<file path="src/rtl/bord_pkg.sv">
`timescale 1ns/1ps
package bord_pkg;

    typedef enum logic [2:0] {
        CLS_PW    = 3'd0,
        CLS_RDREQ = 3'd1,
        CLS_WRREQ = 3'd2,
        CLS_RDCPL = 3'd3,
        CLS_WRCPL = 3'd4
    } cls_e;

    // An older entry of class 'elder' holds back a younger entry of class 'junior'.
    function automatic logic holds_back(cls_e elder, cls_e junior);
        return (elder == CLS_PW) && (junior != CLS_WRCPL);
    endfunction

    // Only delayed entries give up their age when retried.
    function automatic logic reages_on_retry(cls_e c);
        return c != CLS_PW;
    endfunction

endpackage

</file>
<file path="src/rtl/bord_free_pick.sv">
`timescale 1ns/1ps
module bord_free_pick #(
    parameter int DEPTH = 8,
    localparam int IDX_W = $clog2(DEPTH),
    localparam int CNT_W = $clog2(DEPTH + 1)
) (
    input  logic [DEPTH-1:0] vld_i,
    output logic             any_o,
    output logic [IDX_W-1:0] idx_o,
    output logic [CNT_W-1:0] cnt_o
);
    always_comb begin
        any_o = 1'b0;
        idx_o = '0;
        cnt_o = '0;
        for (int i = DEPTH - 1; i >= 0; i--) begin
            if (!vld_i[i]) begin
                any_o = 1'b1;
                idx_o = IDX_W'(i);
            end
        end
        for (int i = 0; i < DEPTH; i++) begin
            cnt_o = cnt_o + CNT_W'(!vld_i[i]);
        end
    end
endmodule

</file>
<file path="src/rtl/bord_arbiter.sv">
`timescale 1ns/1ps
module bord_arbiter
    import bord_pkg::*;
#(
    parameter int DEPTH = 8,
    localparam int IDX_W = $clog2(DEPTH)
) (
    input  logic             clk,
    input  logic             rst,
    input  logic [DEPTH-1:0] vld_i,
    input  logic [DEPTH-1:0] rty_i,
    input  cls_e             cls_i   [DEPTH],
    input  logic [DEPTH-1:0] older_i [DEPTH],  // row j: entries older than j
    output logic [DEPTH-1:0] grant_o,
    output logic             any_o,
    output logic [IDX_W-1:0] idx_o
);
    logic [DEPTH-1:0] pw_m, elig, fresh, pool;

    always_comb begin
        for (int i = 0; i < DEPTH; i++) pw_m[i] = vld_i[i] && (cls_i[i] == CLS_PW);
    end

    genvar j;
    generate
        for (j = 0; j < DEPTH; j++) begin : g_slot
            logic blocked;
            always_comb begin
                blocked = 1'b0;
                for (int i = 0; i < DEPTH; i++) begin
                    if (vld_i[i] && older_i[j][i] && holds_back(cls_i[i], cls_i[j]))
                        blocked = 1'b1;
                end
            end
            assign elig[j] = vld_i[j] && !blocked;

            // a granted entry other than a write completion has no older queued posted write
            assert_pw_blocks_R3: assert property (@(posedge clk) disable iff (rst)
                (grant_o[j] && cls_i[j] != CLS_WRCPL) |-> ((older_i[j] & pw_m) == '0));
        end
    endgenerate

    assign fresh = elig & ~rty_i;
    assign pool  = (|fresh) ? fresh : elig;

    always_comb begin
        for (int k = 0; k < DEPTH; k++) grant_o[k] = pool[k] && ((pool & older_i[k]) == '0);
    end

    assign any_o = |grant_o;

    always_comb begin
        idx_o = '0;
        for (int k = 0; k < DEPTH; k++) if (grant_o[k]) idx_o = idx_o | IDX_W'(k);
    end

    assert_single_grant_R11: assert property (@(posedge clk) disable iff (rst)
        $onehot0(grant_o));
    assert_grant_valid_R11: assert property (@(posedge clk) disable iff (rst)
        (grant_o & ~vld_i) == '0);
endmodule

</file>
<file path="src/rtl/bord_sched.sv">
`timescale 1ns/1ps
module bord_sched
    import bord_pkg::*;
#(
    parameter int DEPTH  = 8,
    parameter int ADDR_W = 32,
    parameter int DATA_W = 32,
    parameter int PW_RSV = 1,
    localparam int IDX_W = $clog2(DEPTH),
    localparam int CNT_W = $clog2(DEPTH + 1)
) (
    input  logic              clk,
    input  logic              rst,
    input  logic              enq_valid,
    output logic              enq_ready,
    input  logic [2:0]        enq_cls,
    input  logic [ADDR_W-1:0] enq_addr,
    input  logic [DATA_W-1:0] enq_data,
    output logic              iss_valid,
    input  logic              iss_ready,
    output logic [2:0]        iss_cls,
    output logic [ADDR_W-1:0] iss_addr,
    output logic [DATA_W-1:0] iss_data,
    output logic [IDX_W-1:0]  iss_slot,
    input  logic              res_valid,
    input  logic              res_retry
);
    logic [DEPTH-1:0]  vld_q, rty_q;
    cls_e              cls_q   [DEPTH];
    logic [ADDR_W-1:0] addr_q  [DEPTH];
    logic [DATA_W-1:0] data_q  [DEPTH];
    logic [DEPTH-1:0]  older_q [DEPTH];
    logic [DEPTH-1:0]  older_d [DEPTH];
    logic              busy_q;
    logic [IDX_W-1:0]  cur_q;

    logic              free_any;
    logic [IDX_W-1:0]  free_idx;
    logic [CNT_W-1:0]  free_cnt;
    logic [DEPTH-1:0]  grant;
    logic              grant_any;
    logic [IDX_W-1:0]  grant_idx;
    logic              enq_fire, acc, done, rtry;
    cls_e              in_cls;
    logic [DEPTH-1:0]  pw_m;

    bord_free_pick #(.DEPTH(DEPTH)) u_free (
        .vld_i (vld_q),
        .any_o (free_any),
        .idx_o (free_idx),
        .cnt_o (free_cnt)
    );

    bord_arbiter #(.DEPTH(DEPTH)) u_arb (
        .clk     (clk),
        .rst     (rst),
        .vld_i   (vld_q),
        .rty_i   (rty_q),
        .cls_i   (cls_q),
        .older_i (older_q),
        .grant_o (grant),
        .any_o   (grant_any),
        .idx_o   (grant_idx)
    );

    assign in_cls    = cls_e'(enq_cls);
    assign enq_ready = free_any &&
                       ((in_cls == CLS_PW) ? 1'b1 : (free_cnt > CNT_W'(PW_RSV)));
    assign enq_fire  = enq_valid && enq_ready;

    assign iss_valid = !busy_q && grant_any;
    assign iss_slot  = grant_idx;
    assign iss_cls   = cls_q[grant_idx];
    assign iss_addr  = addr_q[grant_idx];
    assign iss_data  = data_q[grant_idx];

    assign acc  = iss_valid && iss_ready;
    assign done = busy_q && res_valid && !res_retry;
    assign rtry = busy_q && res_valid && res_retry;

    always_comb begin
        for (int i = 0; i < DEPTH; i++) pw_m[i] = vld_q[i] && (cls_q[i] == CLS_PW);
    end

    // Age matrix update: a retried delayed entry becomes youngest, then a push lands behind it.
    always_comb begin
        for (int r = 0; r < DEPTH; r++) older_d[r] = older_q[r];
        if (rtry && reages_on_retry(cls_q[cur_q])) begin
            for (int r = 0; r < DEPTH; r++) older_d[r][cur_q] = 1'b0;
            older_d[cur_q] = vld_q;
            older_d[cur_q][cur_q] = 1'b0;
        end
        if (enq_fire) begin
            for (int r = 0; r < DEPTH; r++) older_d[r][free_idx] = 1'b0;
            older_d[free_idx] = vld_q;
        end
    end

    always_ff @(posedge clk) begin
        if (rst) begin
            vld_q  <= '0;
            rty_q  <= '0;
            busy_q <= 1'b0;
            cur_q  <= '0;
            for (int r = 0; r < DEPTH; r++) older_q[r] <= '0;
        end else begin
            for (int r = 0; r < DEPTH; r++) older_q[r] <= older_d[r];
            if (done) vld_q[cur_q] <= 1'b0;
            if (rtry) rty_q[cur_q] <= 1'b1;
            if (enq_fire) begin
                vld_q[free_idx] <= 1'b1;
                rty_q[free_idx] <= 1'b0;
            end
            if (acc) begin
                busy_q <= 1'b1;
                cur_q  <= grant_idx;
            end else if (busy_q && res_valid) begin
                busy_q <= 1'b0;
            end
        end
    end

    always_ff @(posedge clk) begin
        if (enq_fire) begin
            cls_q[free_idx]  <= in_cls;
            addr_q[free_idx] <= enq_addr;
            data_q[free_idx] <= enq_data;
        end
    end

    assert_no_overflow_R9: assert property (@(posedge clk) disable iff (rst)
        (enq_fire && !done) |=> ($countones(vld_q) == $past($countones(vld_q)) + 1));
    assert_push_and_pop_R10: assert property (@(posedge clk) disable iff (rst)
        (enq_fire && done) |=> ($countones(vld_q) == $past($countones(vld_q))));
    assert_retry_keeps_R6: assert property (@(posedge clk) disable iff (rst)
        rtry |=> vld_q[$past(cur_q)]);
    assert_done_removes_R7: assert property (@(posedge clk) disable iff (rst)
        done |=> !vld_q[$past(cur_q)]);
    assert_one_outstanding_R8: assert property (@(posedge clk) disable iff (rst)
        acc |=> !iss_valid);
    assert_pw_in_order_R2: assert property (@(posedge clk) disable iff (rst)
        (done && cls_q[cur_q] == CLS_PW) |-> ((older_q[cur_q] & pw_m) == '0));
endmodule

</file>
<file path="config.mk">
export PLATFORM = sky130hd
export DESIGN_NAME = bord_sched
export DESIGN_NICKNAME = d
export VERILOG_FILES = /design/src/rtl/bord_pkg.sv /design/src/rtl/bord_free_pick.sv /design/src/rtl/bord_arbiter.sv /design/src/rtl/bord_sched.sv
export SDC_FILE = /design/constraint.sdc
export NUM_CORES = 1
export LEC_CHECK = 0
export BUFFER_PORTS_ARGS = -buffer_cell sky130_fd_sc_hd__buf_2
export CAP_MARGIN = 20
export CORE_MARGIN = 2
export CORE_UTILIZATION = 35
export CTS_CLUSTER_DIAMETER = 120
export DETAILED_ROUTE_END_ITERATION = 8
export PLACE_DENSITY = 0.6
export RECOVER_POWER = 50
export SLEW_MARGIN = 20
export SYNTH_ARGS = -nofsm -noshare
export SYNTH_HDL_FRONTEND = slang
export SYNTH_HIERARCHICAL = 1
export SYNTH_SLANG_ARGS = --single-unit
export TNS_END_PERCENT = 20
</file>
<file path="constraint.sdc">
create_clock -name clk -period 12.91 [get_ports clk]
set_input_delay 0.6455 -clock clk [delete_from_list [all_inputs] [get_ports clk]]
set_output_delay 0.6455 -clock clk [all_outputs]
set_load 0.01 [all_outputs]
</file>
## Yosys cells after proc, flatten, opt, wreduce, memory -nomap -nowiden

Memories as Yosys holds them, arrays and structs flattened.
Index checks and enable logic that the tools add are counted.

- Bits in registers: 108
- Latch bits: 0
- RAM bits: 512
- Memory bits (read-only): 0
- Output and inout port bits: 72
- Word-level logic and storage cells: 465
- Memories: 2

Memories:

| memory | depth | bits a word | read ports | clocked after Yosys merged registers in | write ports | line | RTL |
|---|---|---|---|---|---|---|---|
| addr_q | 8 | 32 | 1 | 0 | 1 | bord_sched.sv:30 | `logic [ADDR_W-1:0] addr_q [DEPTH];` |
| data_q | 8 | 32 | 1 | 0 | 1 | bord_sched.sv:31 | `logic [DATA_W-1:0] data_q [DEPTH];` |

- Add/subtract/negate cells: 7
- Multipliers: 0
- Divide/modulo/power cells: 0
- $lt $le $gt $ge: 10
- Eq/ne operators: 8
- Shift-type cells: 0
- Mux-type cells: 122
- Bitwise operators: 37
- Reduce and logical (&&, ||, !) cells: 259

Operators by type and width:

| cell | count |
|---|---|
| 1-bit logical AND | 220 |
| 8-bit bitwise AND | 27 |
| 64-bit bitwise mux | 2 |
| 64-bit two-way mux | 2 |
| 1-bit two-way mux | 80 |
| 8-bit two-way mux | 10 |
| 8-bit demux with 3-bit select | 3 |
| 64-bit bitwise AND | 1 |
| 8-bit zero test | 8 |
| 64-bit inverter | 1 |
| 3-bit two-way mux | 17 |
| 3-bit zero test | 9 |
| 4-bit by 1-bit adder with 4-bit output | 6 |
| 24-bit bitwise mux | 1 |
| 3-bit != test (second input constant) | 8 |
| 8-bit inverter | 3 |
| 3-bit binary-select mux with 3-bit select | 2 |
| 1-bit zero test | 18 |
| 8-bit OR | 2 |
| 8-bit OR reduction | 2 |
| 4-bit >= comparator (second input constant) | 3 |
| 3-bit inverter with 4-bit output | 3 |
| 3-bit demux with 3-bit select | 1 |
| 3-bit by 4-bit < comparator with 1-bit output (second input constant) | 2 |
| 8 further kinds | 12 |

## Longest topological paths before layout

- Depth after elaboration: 30
- Depth in mapped cells: 18
- Depth with buffers taken out: 17

## By module

Netlist, hierarchy kept.

Modules (own cells, without submodules):

| module | instances | cells an instance | area an instance (um^2) | sequential area each (um^2) |
|---|---|---|---|---|
| bord_sched | 1 | 1317 | 24423.4 | 17777.0 |
| bord_arbiter | 1 | 169 | 1258.7 | 0.0 |
| bord_free_pick | 1 | 32 | 246.5 | 0.0 |

## Least setup slack after synthesis

Ideal clock, no wire load.

- Kind: flip-flop to flip-flop
- From: register vld_q[4]
- To: register older_q[52] (netlist bit)
- Library setup time: 0.142 ns
- Data arrival time: 5.502 ns
- Slack: 7.267 ns
- Stages on the path, launching flop included: 16
- Path buffers: 0
- Path through: dfxtp_1 > fa_1 > inv_1 > fa_1 > fa_1 > ha_1 > inv_1 > fa_1 > inv_1 > or3_4 > o211ai_2 > nor2_2 > nand2_1 > clkinv_1 > a31oi_1 > o22ai_1

- Elaborated cells between the ends (all ways): 37
- Those cells by class: add/sub (4); order compare (5); mux (19); bitwise (4); reduce/logical (5)

RTL lines:

| element | line | RTL |
|---|---|---|
| from (decl) | bord_sched.sv:28 | `logic [DEPTH-1:0] vld_q, rty_q;` |
| from (signal assigned) | bord_sched.sv:101 | `vld_q <= '0;` |
| from (signal, indexed assignment) | bord_sched.sv:108 | `if (done) vld_q[cur_q] <= 1'b0;` |
| from (signal, indexed assignment) | bord_sched.sv:111 | `vld_q[free_idx] <= 1'b1;` |
| 1-bit zero test | - |  |
| 4-bit by 1-bit adder with 4-bit output (4 in series) | bord_free_pick.sv:23 | `cnt_o = cnt_o + CNT_W'(!vld_i[i]);` |
| net free_cnt[1] | bord_sched.sv:39 | `logic [CNT_W-1:0] free_cnt;` |
| 4-bit by 1-bit greater-than comparator with 1-bit output | bord_sched.sv:68 | `((in_cls == CLS_PW) ? 1'b1 : (free_cnt > CNT_W'(PW_RSV)));` |
| 1-bit two-way mux | bord_sched.sv:68 |  |
| 1-bit logical AND | bord_sched.sv:67 | `assign enq_ready = free_any &&` |
| 1-bit logical AND | bord_sched.sv:69 | `assign enq_fire = enq_valid && enq_ready;` |
| 64-bit two-way mux | bord_sched.sv:93 | `if (enq_fire) begin` |
| to (decl) | bord_sched.sv:32 | `logic [DEPTH-1:0] older_q [DEPTH];` |

The timed path passes the listed nets, and every way through them passes these cells.
A chain may end at the register's enable or synchronous reset.

## Final worst setup path

- From: register vld_q[6]
- To: register older_q[61] (netlist bit)

- Elaborated cells between the ends (all ways): 36
- Those cells by class: add/sub (2); order compare (5); mux (21); bitwise (3); reduce/logical (5)

RTL lines:

| element | line |
|---|---|
| 1-bit zero test | - |
| 4-bit by 1-bit adder with 4-bit output (2 in series) | bord_free_pick.sv:23 |
| net free_cnt[1] | bord_sched.sv:39 |
| 4-bit by 1-bit greater-than comparator with 1-bit output | bord_sched.sv:68 |
| 1-bit two-way mux | bord_sched.sv:68 |
| 1-bit logical AND | bord_sched.sv:67 |
| 1-bit logical AND | bord_sched.sv:69 |
| 64-bit two-way mux | bord_sched.sv:93 |

The timed path passes the listed nets, and every way through them passes these cells.

==> summary.txt <==
Clock tree
  • Post_cts resized: 0
  • Root buf cell: clkbuf_16
  • Cts hold-fix bufs: 0
  • CTS tree: built
  • Clock Latency Late Sink: about 0.62 ns
  • Number of buffers on the longest clock path: 3
  • Clock H-tree levels: 2
  • Num CTS Buffers: between 60 and 70
  • Postcts setup bufs: 0
  • CTS clk-pin slew, worst paths: ~0.070 ns
  • CTS Sinks: between 600 and 700

Floorplanning
  • Starting density of the core: ~35%
  • IO Count: 145
  • Core area: around 73000 um^2
  • Die X: roughly 280 um
  • Die area: between 70000 and 80000 um^2
  • # rows: between 90 and 100
  • Die Y: around 280 um

Critical path
  • Most used cell along the critical path: fa_1
  • Critical path capture point: older_q[61]$_SDFF_PP0_
  • Crit-path leading delay family: buffers and inverters
  • Worst Path Required: between 10 and 15 ns
  • CP max stage delay: around 2.0 ns
  • Startpoint Class: flip-flop
  • CP Capture Type: flip-flop
  • RR Endpoint: older_q[61]$_SDFF_PP0_
  • Setup Crit Path Kind: flip-flop to flip-flop
  • CP max-delay cell: clkinvlp_2
  • Crit path buf inv count: 5
  • CP arrival: ~9.3 ns
  • Reg-to-Reg Start: vld_q[6]$_SDFF_PP0_
  • Stages on the worst setup path: 17
  • Crit path max fanout: 41
  • Cell Chain, Critical Path: fa_1 -> inv_1 -> fa_1 -> fa_1 -> ha_1 -> inv_1 -> fa_1 -> inv_1 -> or3_1 -> o211ai_1 -> nor2_1 -> nand2_1 -> clkinvlp_2 -> buf_4 -> nor3_1 -> nand2_1 -> o221ai_1
  • R2R setup slack: slightly above 4 ns
  • Reg2Reg Depth: 17
  • Worst setup startpoint: vld_q[6]$_SDFF_PP0_

Power and ir drop
  • LEAKAGE: 8.96 nW
  • Sequential Power Share: 48.6%
  • Pwr/cell area: approximately 160 nW/um^2
  • Clock share of power: approximately 40%
  • Gate power share: between 10% and 20%
  • Net Switching: 1.08 mW
  • Pint: approximately 3.6 mW
  • Switching fraction of total power: a little under a quarter
  • Maximum vdd drop: 0.108 mV

Routing
  • Antenna Nets Post-Route: 0
  • Vias post-DR: about 15000
  • Routed WL: just over 70000 um
  • Drt drc: 10
  • Initial DRC count: ~1900
  • Average wire per standard cell: roughly 26 um
  • Drt via density: approximately 5.7
  • DRT Pass-1 Iters: 8

Placement
  • Detail Placement HPWL: approximately 43000 um
  • I/O Buffers: approximately 140
  • Gpl congestion: just under 1

Layout
  • Final Util: 40.7%
  • P&R area growth vs syn: 14.9%
  • # nets final: 1747
  • Antenna cells: 0
  • Layout cell share with drive strength beyond 1: about a quarter
  • # fillers: around 6500

Global route
  • Antenna violations before repair: 3
  • Total GRT Usage: a little under a fifth
  • Vias in the first global route: between 15000 and 20000
  • Global-route wire length before repair: 106000 um
  • Pin count of the biggest net entering global routing: between 100 and 150
  • Global route total overflow: 0

Flow run
  • Number of max-cap violations: 2

STA
  • Clk_skew: 0.0198 ns
  • Max-slew headroom: -69.5%
  • RSZ-0062 raised after global routing: no
  • Setup TNS: 0 ns
  • Worst-Margin Slew: ~2.5 ns
  • Max Slew Vio Count: 75
  • Fmax: ~110 MHz
  • Hold WS: 0.338 ns
  • Final min period: a little under 9 ns
  • Setup violators final: 0
  • Tcrit/Tclk final: 68.1%
  • Final Hold Vio Count: 0

Status
  • Failing checks: DRC, capacitance limit, slew limit
  • Status: complete, but fails checks

Synthesis
  • YS warnings: 6
  • Post-Syn Nets: 1592
  • Mapped Cells: 1512
  • Synth Cell Area: around 26000 um^2
  • Synth Area per Inst: about 17 um^2

Hold path
  • HP Class: primary input to flip-flop
==> through the flow <==
step	setup slack, ns	cells	power, mW	cell area [um^2]
3_3_place_gp	5.53	2562	2.85	27700
3_5_place_dp	5.58	2562	2.86	27700
4_1_cts	4.88	2677	4.74	29900
5_1_grt	3.67	2678	4.85	29800
2_1_floorplan	7.27	1512	2.66	25900
6_report	4.12	2678	4.69	29800
==> worst register-to-register path, stage by stage, from the launching register on <==
cell and delay (ns):
dfxtp_1 0.70, fa_1 0.52, inv_1 0.07, fa_1 0.42, fa_1 0.50, ha_1 0.17
inv_1 0.06, fa_1 0.47, inv_1 0.04, or3_1 0.42, o211ai_1 1.02, nor2_1 0.23
nand2_1 0.36, clkinvlp_2 1.98, buf_4 1.11, nor3_1 0.36, nand2_1 0.09, o221ai_1 0.16
==> routing by layer <==
metal	GRT usage (%)	wire, um	vias to the layer above
met3	3.88	5490	168
li1	-	-	6521
met4	7.05	2650	6
met1	24.5	29200	7912
met5	0	40	-
met2	29.6	33500	746
==> how the worst min path moves through the flow <==
stage	start	to	slack [ns]	depth (start not counted)
after detailed placement	older_q[54]$_SDFF_PP0_	older_q[54]$_SDFF_PP0_	0.49	2
after floorplan	older_q[51]$_SDFF_PP0_	older_q[51]$_SDFF_PP0_	0.44	2
after global placement	older_q[51]$_SDFF_PP0_	older_q[51]$_SDFF_PP0_	0.48	2
after global routing	iss_ready	cur_q[1]$_SDFFE_PP0P_	0.34	3
after CTS	enq_data[16]	data_q[1][16]$_DFFE_PP_	0.26	1
final	res_valid	busy_q$_SDFFE_PP0P_	0.34	3
==> layout make-up <==
type                    count  area [um^2]  area share (%)
multi-input cells         756         7540            25.3
repair buffers            170          863            2.90
well taps                 959         1200            4.03
inverters                  58          235           0.790
clock inverters            36          479            1.61
flip-flops and latches    620        17800            59.7
clock buffers              79         1680            5.63
==> cell usage in the layout, fill, tap and decap left out, types with 16 or more instances in the layout <==
cell       count
nor2_1        49
dfxtp_1       84
mux4_2       134
mux2_2        67
nand3_1       21
clkbuf_16     62
nand2_1       86
inv_1         47
edfxtp_1     536
a31oi_1       41
buf_4         24
clkbuf_1      79
buf_2         76
o22ai_1       25
o21ai_0       20
a21oi_1       42
o211ai_1      16
==> power by group through the flow <==
stage / combinational, mW / sequential [mW] / clock (mW)
6_report: 0.528 / 2.28 / 1.88
5_1_grt: 0.568 / 2.28 / 2.00
4_1_cts: 0.540 / 2.28 / 1.92
3_5_place_dp: 0.538 / 2.32 / 0
3_3_place_gp: 0.533 / 2.32 / 0
2_1_floorplan: 0.343 / 2.31 / 0
==> flip-flops by register name, indices dropped and copies added, names as in the netlist <==
name and cells:
rty_q 8, busy_q 1, cls_q 24, older_q 64, addr_q 256, vld_q 8, data_q 256, cur_q 3
Power figures use the tool's default switching activity.
